## config.mk

```make
export PLATFORM = sky130hd
export DESIGN_NAME = periph_dma_ctrl
export DESIGN_NICKNAME = d
export VERILOG_FILES = /design/src/rtl/pdc_pkg.sv /design/src/rtl/pdc_decode.sv /design/src/rtl/pdc_chan.sv /design/src/rtl/periph_dma_ctrl.sv
export SDC_FILE = /design/constraint.sdc
export NUM_CORES = 1
export LEC_CHECK = 0
export BUFFER_PORTS_ARGS = -buffer_cell sky130_fd_sc_hd__buf_2
export CORE_ASPECT_RATIO = 1.1
export CORE_UTILIZATION = 35
export CTS_CLUSTER_SIZE = 12
export DETAILED_ROUTE_END_ITERATION = 10
export HOLD_SLACK_MARGIN = 0.02
export MAX_ROUTING_LAYER = met4
export SYNTH_ARGS = -nofsm -noshare
export SYNTH_HDL_FRONTEND = slang
export SYNTH_SLANG_ARGS = --single-unit
```

## constraint.sdc

```tcl
create_clock -name clk -period 7.2 [get_ports clk]
set_input_delay 0.72 -clock clk [delete_from_list [all_inputs] [get_ports clk]]
set_output_delay 0.72 -clock clk [all_outputs]
set_load 0.03 [all_outputs]
```

## src/rtl/pdc_pkg.sv

```systemverilog
package pdc_pkg;
  localparam int NUM_CH      = 2;
  localparam int CH_RX       = 0;
  localparam int CH_TX       = 1;
  localparam int REG_AW      = 6;
  localparam int CH_SEL_BIT  = 4;
  localparam int CTL_SEL_BIT = 5;
  localparam int CTL_STRIDE  = 8;

  typedef enum logic [1:0] {
    F_PTR  = 2'd0,
    F_CNT  = 2'd1,
    F_NPTR = 2'd2,
    F_NCNT = 2'd3
  } fld_e;

  typedef struct packed {
    logic ptr;
    logic cnt;
    logic nptr;
    logic ncnt;
    logic on;
    logic off;
  } chan_wr_t;
endpackage

```

## src/rtl/pdc_decode.sv

```systemverilog
module pdc_decode
  import pdc_pkg::*;
(
  input  logic                    wr_en_i,
  input  logic [REG_AW-1:0]       addr_i,
  input  logic [NUM_CH-1:0]       on_bits_i,
  input  logic [NUM_CH-1:0]       off_bits_i,
  output chan_wr_t [NUM_CH-1:0]   wr_o
);
  logic aligned;
  logic reg_hit;
  logic ctl_hit;
  fld_e fld;

  assign aligned = (addr_i[1:0] == 2'b00);
  assign reg_hit = wr_en_i && aligned && !addr_i[CTL_SEL_BIT];
  assign ctl_hit = wr_en_i && aligned && addr_i[CTL_SEL_BIT] &&
                   (addr_i[CTL_SEL_BIT-1:2] == '0);
  assign fld     = fld_e'(addr_i[3:2]);

  generate
    for (genvar c = 0; c < NUM_CH; c++) begin : g_ch
      logic mine;
      assign mine    = reg_hit && (addr_i[CH_SEL_BIT] == 1'(c));
      assign wr_o[c] = '{ptr:  mine && (fld == F_PTR),
                         cnt:  mine && (fld == F_CNT),
                         nptr: mine && (fld == F_NPTR),
                         ncnt: mine && (fld == F_NCNT),
                         on:   ctl_hit && on_bits_i[c],
                         off:  ctl_hit && off_bits_i[c]};
    end
  endgenerate
endmodule

```

## src/rtl/pdc_chan.sv

```systemverilog
module pdc_chan
  import pdc_pkg::*;
#(
  parameter int AW         = 32,
  parameter int CW         = 16,
  parameter int WORD_BYTES = 4
) (
  input  logic          clk_i,
  input  logic          rst_ni,
  input  chan_wr_t      wr_i,
  input  logic [AW-1:0] wptr_i,
  input  logic [CW-1:0] wcnt_i,
  input  logic          ack_i,
  output logic          req_o,
  output logic [AW-1:0] maddr_o,
  output logic          end_pulse_o,
  output logic          end_flag_o,
  output logic          drained_o,
  output logic          last_o,
  output logic          en_o,
  output logic [AW-1:0] ptr_o,
  output logic [AW-1:0] nptr_o,
  output logic [CW-1:0] cnt_o,
  output logic [CW-1:0] ncnt_o
);
  localparam logic [AW-1:0] STEP = AW'(WORD_BYTES);
  localparam logic [CW-1:0] ONE  = CW'(1);

  logic [AW-1:0] ptr_q, ptr_d, nptr_q, nptr_d;
  logic [CW-1:0] cnt_q, cnt_d, ncnt_q, ncnt_d, cnt_after;
  logic          en_q, en_d, end_q, end_d, pulse_q, pulse_d, last_q, last_d;
  logic          xfer, hit_zero, reload, wcnt_nz, any_wr;
  logic          ptr_ce, cnt_ce, nptr_ce, ncnt_ce, flag_ce;

  assign req_o     = en_q && (cnt_q != '0);
  assign xfer      = req_o && ack_i;
  assign hit_zero  = xfer && (cnt_q == ONE);
  assign cnt_after = xfer ? (cnt_q - ONE) : cnt_q;
  assign reload    = en_q && (cnt_after == '0) && (ncnt_q != '0);
  assign wcnt_nz   = (wcnt_i != '0);
  assign any_wr    = wr_i.ptr || wr_i.cnt || wr_i.nptr || wr_i.ncnt;

  // next-state logic
  always_comb begin
    ptr_d  = ptr_q;
    cnt_d  = cnt_after;
    nptr_d = nptr_q;
    ncnt_d = ncnt_q;
    if (reload) begin
      ptr_d  = nptr_q;
      cnt_d  = ncnt_q;
      ncnt_d = '0;
    end else if (xfer) begin
      ptr_d = ptr_q + STEP;
    end
    if (wr_i.ptr)  ptr_d  = wptr_i;
    if (wr_i.cnt)  cnt_d  = wcnt_i;
    if (wr_i.nptr) nptr_d = wptr_i;
    if (wr_i.ncnt) ncnt_d = wcnt_i;
  end

  always_comb begin
    en_d = en_q;
    if (wr_i.on)  en_d = 1'b1;
    if (wr_i.off) en_d = 1'b0;

    end_d = end_q;
    if (hit_zero)             end_d = 1'b1;
    if (wr_i.cnt && wcnt_nz)  end_d = 1'b0;

    pulse_d = hit_zero;

    last_d = last_q;
    if (reload)               last_d = 1'b1;
    if (wr_i.ncnt && wcnt_nz) last_d = 1'b0;
    if (wr_i.on)              last_d = (ncnt_q == '0);
    if (wr_i.off)             last_d = 1'b0;
  end

  assign ptr_ce  = xfer || reload || wr_i.ptr;
  assign cnt_ce  = xfer || reload || wr_i.cnt;
  assign nptr_ce = wr_i.nptr;
  assign ncnt_ce = reload || wr_i.ncnt;
  assign flag_ce = hit_zero || reload || wr_i.cnt || wr_i.ncnt || wr_i.on || wr_i.off;

  // state registers
  always_ff @(posedge clk_i or negedge rst_ni) begin
    if (!rst_ni) begin
      ptr_q   <= '0;
      cnt_q   <= '0;
      nptr_q  <= '0;
      ncnt_q  <= '0;
      en_q    <= 1'b0;
      end_q   <= 1'b1;
      pulse_q <= 1'b0;
      last_q  <= 1'b0;
    end else begin
      if (ptr_ce)  ptr_q  <= ptr_d;
      if (cnt_ce)  cnt_q  <= cnt_d;
      if (nptr_ce) nptr_q <= nptr_d;
      if (ncnt_ce) ncnt_q <= ncnt_d;
      if (flag_ce) begin
        en_q   <= en_d;
        end_q  <= end_d;
        last_q <= last_d;
      end
      pulse_q <= pulse_d;
    end
  end

  assign maddr_o     = ptr_q;
  assign end_pulse_o = pulse_q;
  assign end_flag_o  = end_q;
  assign drained_o   = (cnt_q == '0) && (ncnt_q == '0);
  assign last_o      = last_q;
  assign en_o        = en_q;
  assign ptr_o       = ptr_q;
  assign nptr_o      = nptr_q;
  assign cnt_o       = cnt_q;
  assign ncnt_o      = ncnt_q;

  // disable applied after enable
  a_r2_off_wins: assert property (@(posedge clk_i) disable iff (!rst_ni)
    (wr_i.on && wr_i.off) |=> !en_q);

  // one word step per acknowledge
  a_r4_step: assert property (@(posedge clk_i) disable iff (!rst_ni)
    (req_o && ack_i && (cnt_q != ONE) && !any_wr)
      |=> (ptr_q == $past(ptr_q) + STEP) && (cnt_q == $past(cnt_q) - ONE));

  // nothing moves while disabled
  a_r4_hold_off: assert property (@(posedge clk_i) disable iff (!rst_ni)
    (!en_q && !any_wr && !wr_i.on) |=> $stable(ptr_q) && $stable(cnt_q));

  // pulse only follows a final acknowledge
  a_r5_pulse_src: assert property (@(posedge clk_i) disable iff (!rst_ni)
    pulse_q |-> $past(req_o && ack_i && (cnt_q == ONE)));

  // chained buffer load on completion
  a_r6_chain: assert property (@(posedge clk_i) disable iff (!rst_ni)
    (req_o && ack_i && (cnt_q == ONE) && (ncnt_q != '0) && !any_wr)
      |=> (cnt_q == $past(ncnt_q)) && (ptr_q == $past(nptr_q)) && (ncnt_q == '0));

  // non-zero current count write clears end flag
  a_r8_end_clear: assert property (@(posedge clk_i) disable iff (!rst_ni)
    (wr_i.cnt && (wcnt_i != '0)) |=> !end_q);
endmodule

```

## src/rtl/periph_dma_ctrl.sv

```systemverilog
module periph_dma_ctrl
  import pdc_pkg::*;
#(
  parameter int AW         = 32,
  parameter int CW         = 16,
  parameter int WORD_BYTES = 4
) (
  input  logic              clk,
  input  logic              rst_n,
  input  logic              reg_wr,
  input  logic [REG_AW-1:0] reg_addr,
  input  logic [31:0]       reg_wdata,
  output logic [31:0]       reg_rdata,
  output logic              rx_req,
  output logic [AW-1:0]     rx_addr,
  input  logic              rx_ack,
  output logic              tx_req,
  output logic [AW-1:0]     tx_addr,
  input  logic              tx_ack,
  output logic              rx_end_pulse,
  output logic              rx_end,
  output logic              rx_full,
  output logic              rx_last,
  output logic              tx_end_pulse,
  output logic              tx_end,
  output logic              tx_empty,
  output logic              tx_last
);
  logic [1:0] rst_sync_q;
  logic       rst_ns;

  // asynchronous assert, synchronous release
  always_ff @(posedge clk or negedge rst_n) begin
    if (!rst_n) rst_sync_q <= 2'b00;
    else        rst_sync_q <= {rst_sync_q[0], 1'b1};
  end
  assign rst_ns = rst_sync_q[1];

  chan_wr_t [NUM_CH-1:0] wr;
  logic [NUM_CH-1:0]     on_bits, off_bits;
  logic [NUM_CH-1:0]     ack, req, pulse, endf, drained, last, en;
  logic [AW-1:0]         maddr [NUM_CH];
  logic [AW-1:0]         ptr_a [NUM_CH];
  logic [AW-1:0]         nptr_a[NUM_CH];
  logic [CW-1:0]         cnt_a [NUM_CH];
  logic [CW-1:0]         ncnt_a[NUM_CH];

  generate
    for (genvar c = 0; c < NUM_CH; c++) begin : g_bits
      assign on_bits[c]  = reg_wdata[c*CTL_STRIDE];
      assign off_bits[c] = reg_wdata[c*CTL_STRIDE+1];
    end
  endgenerate

  pdc_decode u_dec (
    .wr_en_i    (reg_wr),
    .addr_i     (reg_addr),
    .on_bits_i  (on_bits),
    .off_bits_i (off_bits),
    .wr_o       (wr)
  );

  assign ack[CH_RX] = rx_ack;
  assign ack[CH_TX] = tx_ack;

  generate
    for (genvar c = 0; c < NUM_CH; c++) begin : g_chan
      pdc_chan #(.AW(AW), .CW(CW), .WORD_BYTES(WORD_BYTES)) u_chan (
        .clk_i       (clk),
        .rst_ni      (rst_ns),
        .wr_i        (wr[c]),
        .wptr_i      (reg_wdata[AW-1:0]),
        .wcnt_i      (reg_wdata[CW-1:0]),
        .ack_i       (ack[c]),
        .req_o       (req[c]),
        .maddr_o     (maddr[c]),
        .end_pulse_o (pulse[c]),
        .end_flag_o  (endf[c]),
        .drained_o   (drained[c]),
        .last_o      (last[c]),
        .en_o        (en[c]),
        .ptr_o       (ptr_a[c]),
        .nptr_o      (nptr_a[c]),
        .cnt_o       (cnt_a[c]),
        .ncnt_o      (ncnt_a[c])
      );
    end
  endgenerate

  // register read mux
  always_comb begin
    reg_rdata = '0;
    if (reg_addr[1:0] == 2'b00) begin
      if (reg_addr[CTL_SEL_BIT]) begin
        if (reg_addr[CTL_SEL_BIT-1:2] == '0) begin
          for (int c = 0; c < NUM_CH; c++) reg_rdata[c*CTL_STRIDE] = en[c];
        end
      end else begin
        case (fld_e'(reg_addr[3:2]))
          F_PTR:   reg_rdata = 32'(ptr_a [reg_addr[CH_SEL_BIT]]);
          F_CNT:   reg_rdata = 32'(cnt_a [reg_addr[CH_SEL_BIT]]);
          F_NPTR:  reg_rdata = 32'(nptr_a[reg_addr[CH_SEL_BIT]]);
          default: reg_rdata = 32'(ncnt_a[reg_addr[CH_SEL_BIT]]);
        endcase
      end
    end
  end

  assign rx_req       = req[CH_RX];
  assign rx_addr      = maddr[CH_RX];
  assign tx_req       = req[CH_TX];
  assign tx_addr      = maddr[CH_TX];
  assign rx_end_pulse = pulse[CH_RX];
  assign rx_end       = endf[CH_RX];
  assign rx_full      = drained[CH_RX];
  assign rx_last      = last[CH_RX];
  assign tx_end_pulse = pulse[CH_TX];
  assign tx_end       = endf[CH_TX];
  assign tx_empty     = drained[CH_TX];
  assign tx_last      = last[CH_TX];

  // receive writes never touch transmit enable
  a_r10_indep: assert property (@(posedge clk) disable iff (!rst_ns)
    (!wr[CH_TX].on && !wr[CH_TX].off) |=> $stable(en[CH_TX]));
endmodule

```

==> flow_summary_export.csv, run 1 <==
group,metric,value,unit
status,status,"completed",
place,portBuffers,148,
floorplan,rows,72,
grt,antenna_found_initial,0,
clocking,cts-buffers-inserted,25,
synth,synthArstFlopShare,1.00,
worst_setup_path,crit_path_max_fanout,49,
clocking,clkTransAtPathRegs,0.06,ns
route,vias,11711,
floorplan,dieArea,36900,um2
pwr,p_leak,6.16,nW
final_layout,multi_input_area,7130,um2
worst_setup_path,crit_family,"simple AND/OR/NAND/NOR gates",
grt,met1_usage,0.350,
clocking,numClockSinks,202,
grt,grt_use_met2,0.396,
synth,synth_edf_count,0,
worst_setup_path,critPathKind,"flip-flop to flip-flop",
route,wirelength,46.7,mm
pwr,power_density,327,nW/um2
synth,synth_warnings,0,
final_layout,fill_cells,3521,
synth,synth.top_cells.by_count,"dfrtp_1, nand2_1, nor2_1",
worst_setup_path,worstSetupEndpointType,"flip-flop",
place,place_congestion,0.931,
clocking,cts_tree,"built",
grt,groute.usage.overall,0.259,
run,drv_cap,0,
sta,fmax,0.250,GHz
sta,slew_violations,0,
synth,avgSynthCellArea,9.38,um2
route,wire_per_inst,24.3,um
sta,rsz0062_at_grt,"false",
synth,yosys-top-cells-area,"dfrtp_1, mux4_2, mux2_2",
synth,ys_ff_latch,202,
sta,setup_ws,3.20,ns
synth,syn-num-nets,1399,
final_layout,register_area,5060,um2
route,drt_iter0_drc,1202,
clocking,clock_latency,0.53,ns
synth,synth_area,12600,um2
worst_setup_path,cp.buffers_inverters,0,
synth,yosys.area.top_type_share,0.396,
sta,worst_pin_slew,1.17,ns
floorplan,core_area,35400,um2
sta,period_needed,4.00,ns
final_layout,drive_above_1_share,0.224,
route,drt-pass1-iter-count,5,
synth,yosysMostFrequentCell,"dfrtp_1",
synth,netlist_instances,1348,
synth,synth_area_leader_cell,"dfrtp_1",
worst_setup_path,rrSetupSlack,3.20,ns
worst_setup_path,slowest_stage,"and4_2",
clocking,postCtsSetupBuffers,0,
sta,period_share,0.555,
place,place_ws,3.29,ns
floorplan,io_pins,149,
route,drc,0,
floorplan,die_y,201,um
sta,fin_skew,0.0243,ns
sta,worst_slew_margin_rel,0.214,
sta,setup_viol,0,
synth,synthFlopType,"dfrtp_1",
worst_setup_path,cp.required,7.61,ns
grt,grt_pass1_wl,71.2,mm
worst_setup_path,crit_chain,"or4_1 -> nor3_1 -> nand2_1 -> o31ai_1 -> and4_2 -> nand3_1 -> a222oi_1",
floorplan,die_x,183,um
clocking,h-tree-depth,1,
final_layout,syn2layout_area_growth,15.3,%
sta,whs,0.355,ns
grt,grt_busiest_layer,"met2",
place,hpwlAfterDp,31.9,mm
grt,grt-ovfl-total,0,
clocking,clockBufferDepth,3,
route,ant_nets,0,
worst_setup_path,crit_arrival,4.41,ns
synth,synth_cell_types,66,
final_layout,nNetsFinal,1481,
min_path,min_path_type,"flip-flop to flip-flop",
route,via_per_inst,6.08,
grt,grt_start_max_net_pins,79,
worst_setup_path,cp-start-kind,"flip-flop",
grt,met3_usage,0.0478,
clocking,cts-root-buf,"clkbuf_16",
final_layout,fin_util,0.412,
sta,setup_tns,0,ns
grt,grt_pass1_vias,11280,
worst_setup_path,crit_path_max_incr_delay,1.06,ns
pwr,peakVddDrop,181,uV
sta,hold_violations,0,
floorplan,initial_utilization,0.357,
synth,yosysSeqAreaShare,0.400,
## cell usage in the layout (no fill, tap or decap), types with 38 or more instances in the layout
master | Yosys | final
o21ai_0 | 94 | 94
dfrtp_1 | 200 | 199
nor2_1 | 111 | 108
a21oi_1 | 38 | 38
nand2_1 | 174 | 174
mux2_2 | 64 | 64
a31oi_1 | 55 | 54
buf_2 | 7 | 148
xnor2_1 | 45 | 45
mux2i_1 | 68 | 68
## per-stage QoR
step | instance area, um2 | power, mW | cells
finish | 14600 | 4.77 | 1926
global route | 14600 | 4.98 | 1925
CTS | 14600 | 4.76 | 1925
detailed placement | 13700 | 3.45 | 1883
global placement | 13700 | 3.43 | 1883
floorplan | 12600 | 2.85 | 1348
## power breakdown
group	total [mW]	switching, mW	internal, mW
clock network	1.30	0.498	0.800
registers	1.89	0.488	1.40
logic	1.59	0.983	0.605
## kinds of logic (layout without fill, tap and decap cells)
family	count (synthesis)	in the layout	synth area share
and+or+nand+nor	489	489	0.184
AOI/OAI and AO/OA	273	273	0.138
DFF	202	202	0.400
muxes	168	168	0.175
buffers and inverters	127	223	0.0390
xor gates and xnor gates	80	80	0.0554
adders and majority gates	8	8	0.00792
other	1	2	0.000297
## state kept, by name (all words and copies together), names as in the netlist
name	cells
g_chan.u_chan.cnt_o	32
g_chan.u_chan.maddr_o	64
g_chan.u_chan.en_o	2
g_chan.u_chan.nptr_o	64
g_chan.u_chan.end_pulse_o	2
g_chan.u_chan.ncnt_o	32
g_chan.u_chan.last_o	2
g_chan.u_chan.end_flag_o	2
rst_sync_q	2
## repair_timing
item                      4_1_cts  5_1_grt
hold endpoints to repair        2        0
resized for setup               0        0
hold buffers                    1        0
## routing by layer
metal,share of wire,vias up
met3,0.093,97
li1,-,5124
met1,0.42,5827
met5,0,-
met2,0.45,663
met4,0.033,0
## worst paths after layout
check                                                      start                                        to  cells past startpoint
max in group asynchronous                rst_sync_q[1]$_DFF_PN0_  g_chan[1].u_chan.maddr_o[29]$_DFFE_PN0P_                      1
hold reg to reg                          rst_sync_q[0]$_DFF_PN0_                   rst_sync_q[1]$_DFF_PN0_                      0
setup / recovery           g_chan[1].u_chan.cnt_o[2]$_DFFE_PN0P_       g_chan[1].u_chan.last_o$_DFFE_PN0P_                      7
hold / removal                           rst_sync_q[0]$_DFF_PN0_                   rst_sync_q[1]$_DFF_PN0_                      0
setup reg to reg           g_chan[1].u_chan.cnt_o[2]$_DFFE_PN0P_       g_chan[1].u_chan.last_o$_DFFE_PN0P_                      7
min in group asynchronous                rst_sync_q[1]$_DFF_PN0_    g_chan[0].u_chan.ncnt_o[4]$_DFFE_PN0P_                      0
## cell type report
class / count / area share
timing repair buffer: 168 / 0.0613
sequential: 202 / 0.347
inverter: 14 / 0.00361
clock buffer: 36 / 0.0499
multi-input combinational: 1019 / 0.489
antenna: 1 / 0.000172
tap: 481 / 0.0413
clock inverter: 5 / 0.00730
Power figures use the tool's default switching activity.
==> inputs of run 2 (changes only) <==
==> constraint.sdc (replaced) <==
create_clock -name clk -period 3.23 [get_ports clk]
set_input_delay 0.323 -clock clk [delete_from_list [all_inputs] [get_ports clk]]
set_output_delay 0.323 -clock clk [all_outputs]
set_load 0.03 [all_outputs]
==> run 2 against run 1 <==
  * Hold slack got worse by 0.30 ns
  * Via count rose by 3.4%
  * Fmax grew 28%
  * Design area increased by 4.1%
  * Largest power group unchanged
  * Highest routed layer unchanged
==> flow_summary_export.csv, run 2 (synthesis results as in run 1) <==
group,metric,value,unit
final_layout,final_cell_mix,"dfrtp_1, nand2_1, buf_2",
sta,setup_tns,0,ns
floorplan,core_area,35400,um2
sta,fmax,0.319,GHz
worst_setup_path,crit_path_max_fanout,38,
grt,grt-ovfl-total,0,
pwr,peakVddDrop,485,uV
sta,hold_violations,0,
route,drt-pass1-iter-count,5,
floorplan,initial_utilization,0.357,
clocking,clkTransAtPathRegs,0.06,ns
route,via_per_inst,6.10,
sta,period_share,0.970,
grt,antenna_found_initial,1,
clocking,cts_tree,"built",
place,place_congestion,0.924,
worst_setup_path,crit_arrival,3.56,ns
route,drt_iter0_drc,1356,
sta,setup_ws,0.0965,ns
worst_setup_path,cp.required,3.65,ns
worst_setup_path,worstSetupEndpointType,"flip-flop",
route,vias,12115,
sta,period_needed,3.13,ns
route,wire_per_inst,24.2,um
min_path,min_path_type,"input port to flip-flop",
grt,groute.usage.overall,0.266,
grt,grt_pass1_wl,72.6,mm
sta,worst_pin_slew,1.15,ns
final_layout,nNetsFinal,1538,
final_layout,drive_above_1_share,0.257,
place,hpwlAfterDp,33.5,mm
worst_setup_path,cp-start-kind,"flip-flop",
status,status,"completed",
place,place_ws,0.0436,ns
pwr,p_leak,6.51,nW
clocking,numClockSinks,202,
grt,grt_pass1_vias,11578,
clocking,clock_latency,0.53,ns
clocking,h-tree-depth,1,
place,portBuffers,148,
clocking,clockBufferDepth,3,
sta,fin_skew,0.0116,ns
grt,grt_start_max_net_pins,89,
floorplan,io_pins,149,
floorplan,die_x,183,um
final_layout,final_common_cell,"dfrtp_1",
pwr,power_density,715,nW/um2
floorplan,die_y,201,um
route,wirelength,48.0,mm
route,ant_nets,0,
final_layout,fill_cells,3445,
sta,setup_viol,0,
worst_setup_path,critPathKind,"flip-flop to flip-flop",
final_layout,syn2layout_area_growth,20.0,%
sta,slew_violations,0,
floorplan,rows,72,
run,drv_cap,0,
clocking,cts-root-buf,"clkbuf_16",
route,drc,0,
floorplan,dieArea,36900,um2
clocking,cts-buffers-inserted,24,
sta,worst_slew_margin_rel,0.232,
-- run 2: cell count changes in the layout (fill, tap and decap cells not counted), sizes merged --
cell	change
clkinv	+4
bufinv	-1
buf	+57
clkinvlp	-1
-- run 2: repair_timing --
item	4_1_cts	5_1_grt
endpoints found under the hold margin	2	0
endpoints found under the setup margin	0	19
buffers inserted	0	8
gates resized for setup	0	6
hold buffers	1	0
-- run 2: cell type report --
class	instances	area, um2	share of cell area
Multi-Input combinational cell	1019	7150	0.472
Sequential cell	202	5060	0.334
Timing Repair Buffer	226	1490	0.0981
Clock buffer	35	723	0.0477
Tap cell	481	602	0.0397
Clock inverter	7	85.1	0.00561
Inverter	14	52.6	0.00347
Antenna cell	1	2.50	0.000165
-- run 2: worst paths after layout --
path | slack, ns | depth (start not counted) | from | to
setup / recovery | 0.1 | 10 | g_chan[0].u_chan.cnt_o[6]$_DFFE_PN0P_ | g_chan[0].u_chan.cnt_o[15]$_DFFE_PN0P_
hold / removal | 0.05 | 3 | reg_wdata[26] | g_chan[1].u_chan.maddr_o[26]$_DFFE_PN0P_
setup reg to reg | 0.1 | 10 | g_chan[0].u_chan.cnt_o[6]$_DFFE_PN0P_ | g_chan[0].u_chan.cnt_o[15]$_DFFE_PN0P_
hold reg to reg | 0.34 | 0 | rst_sync_q[0]$_DFF_PN0_ | rst_sync_q[1]$_DFF_PN0_
max in group asynchronous | 1.90 | 1 | rst_sync_q[1]$_DFF_PN0_ | g_chan[1].u_chan.maddr_o[29]$_DFFE_PN0P_
min in group asynchronous | 0.11 | 2 | rst_n | rst_sync_q[1]$_DFF_PN0_
-- run 2: worst max-delay path: stages (launching register included) --
cell and delay [ns]:
dfrtp_1 0.37, or4_1 0.54, buf_4 0.17, or2_2 0.30, or4_1 0.56, o2111ai_2 0.14, nor4b_4 0.07, buf_4 0.16
buf_12 0.16, a221o_1 0.36, a22o_1 0.17
-- run 2: through the flow --
step	total power, mW	hold WS (ns)	util	area, um2	instances
final	10.8	0.0496	0.428	15200	1985
after floorplan	6.36	0.0274	-	12600	1348
after detailed placement	7.96	0.116	0.402	14200	1932
after global placement	7.90	0.113	0.402	14200	1932
after CTS	10.8	0.0440	0.425	15100	1975
after global routing	11.3	0.0659	0.428	15200	1985
-- run 2: where the power goes --
part | switching [mW] | total [mW] | leakage, nW | internal (mW)
Clock | 1.12 | 2.82 | 0.404 | 1.70
Sequential | 0.925 | 4.04 | 2.62 | 3.12
Combinational | 2.43 | 3.99 | 3.49 | 1.56
-- run 2: per-layer routing --
metal,vias up,routed length (um),GRT usage
li1,5255,-,-
met1,6037,20200,0.367
met2,728,22000,0.405
met3,95,4420,0.0382
met4,0,1410,0.0738
met5,-,0,-
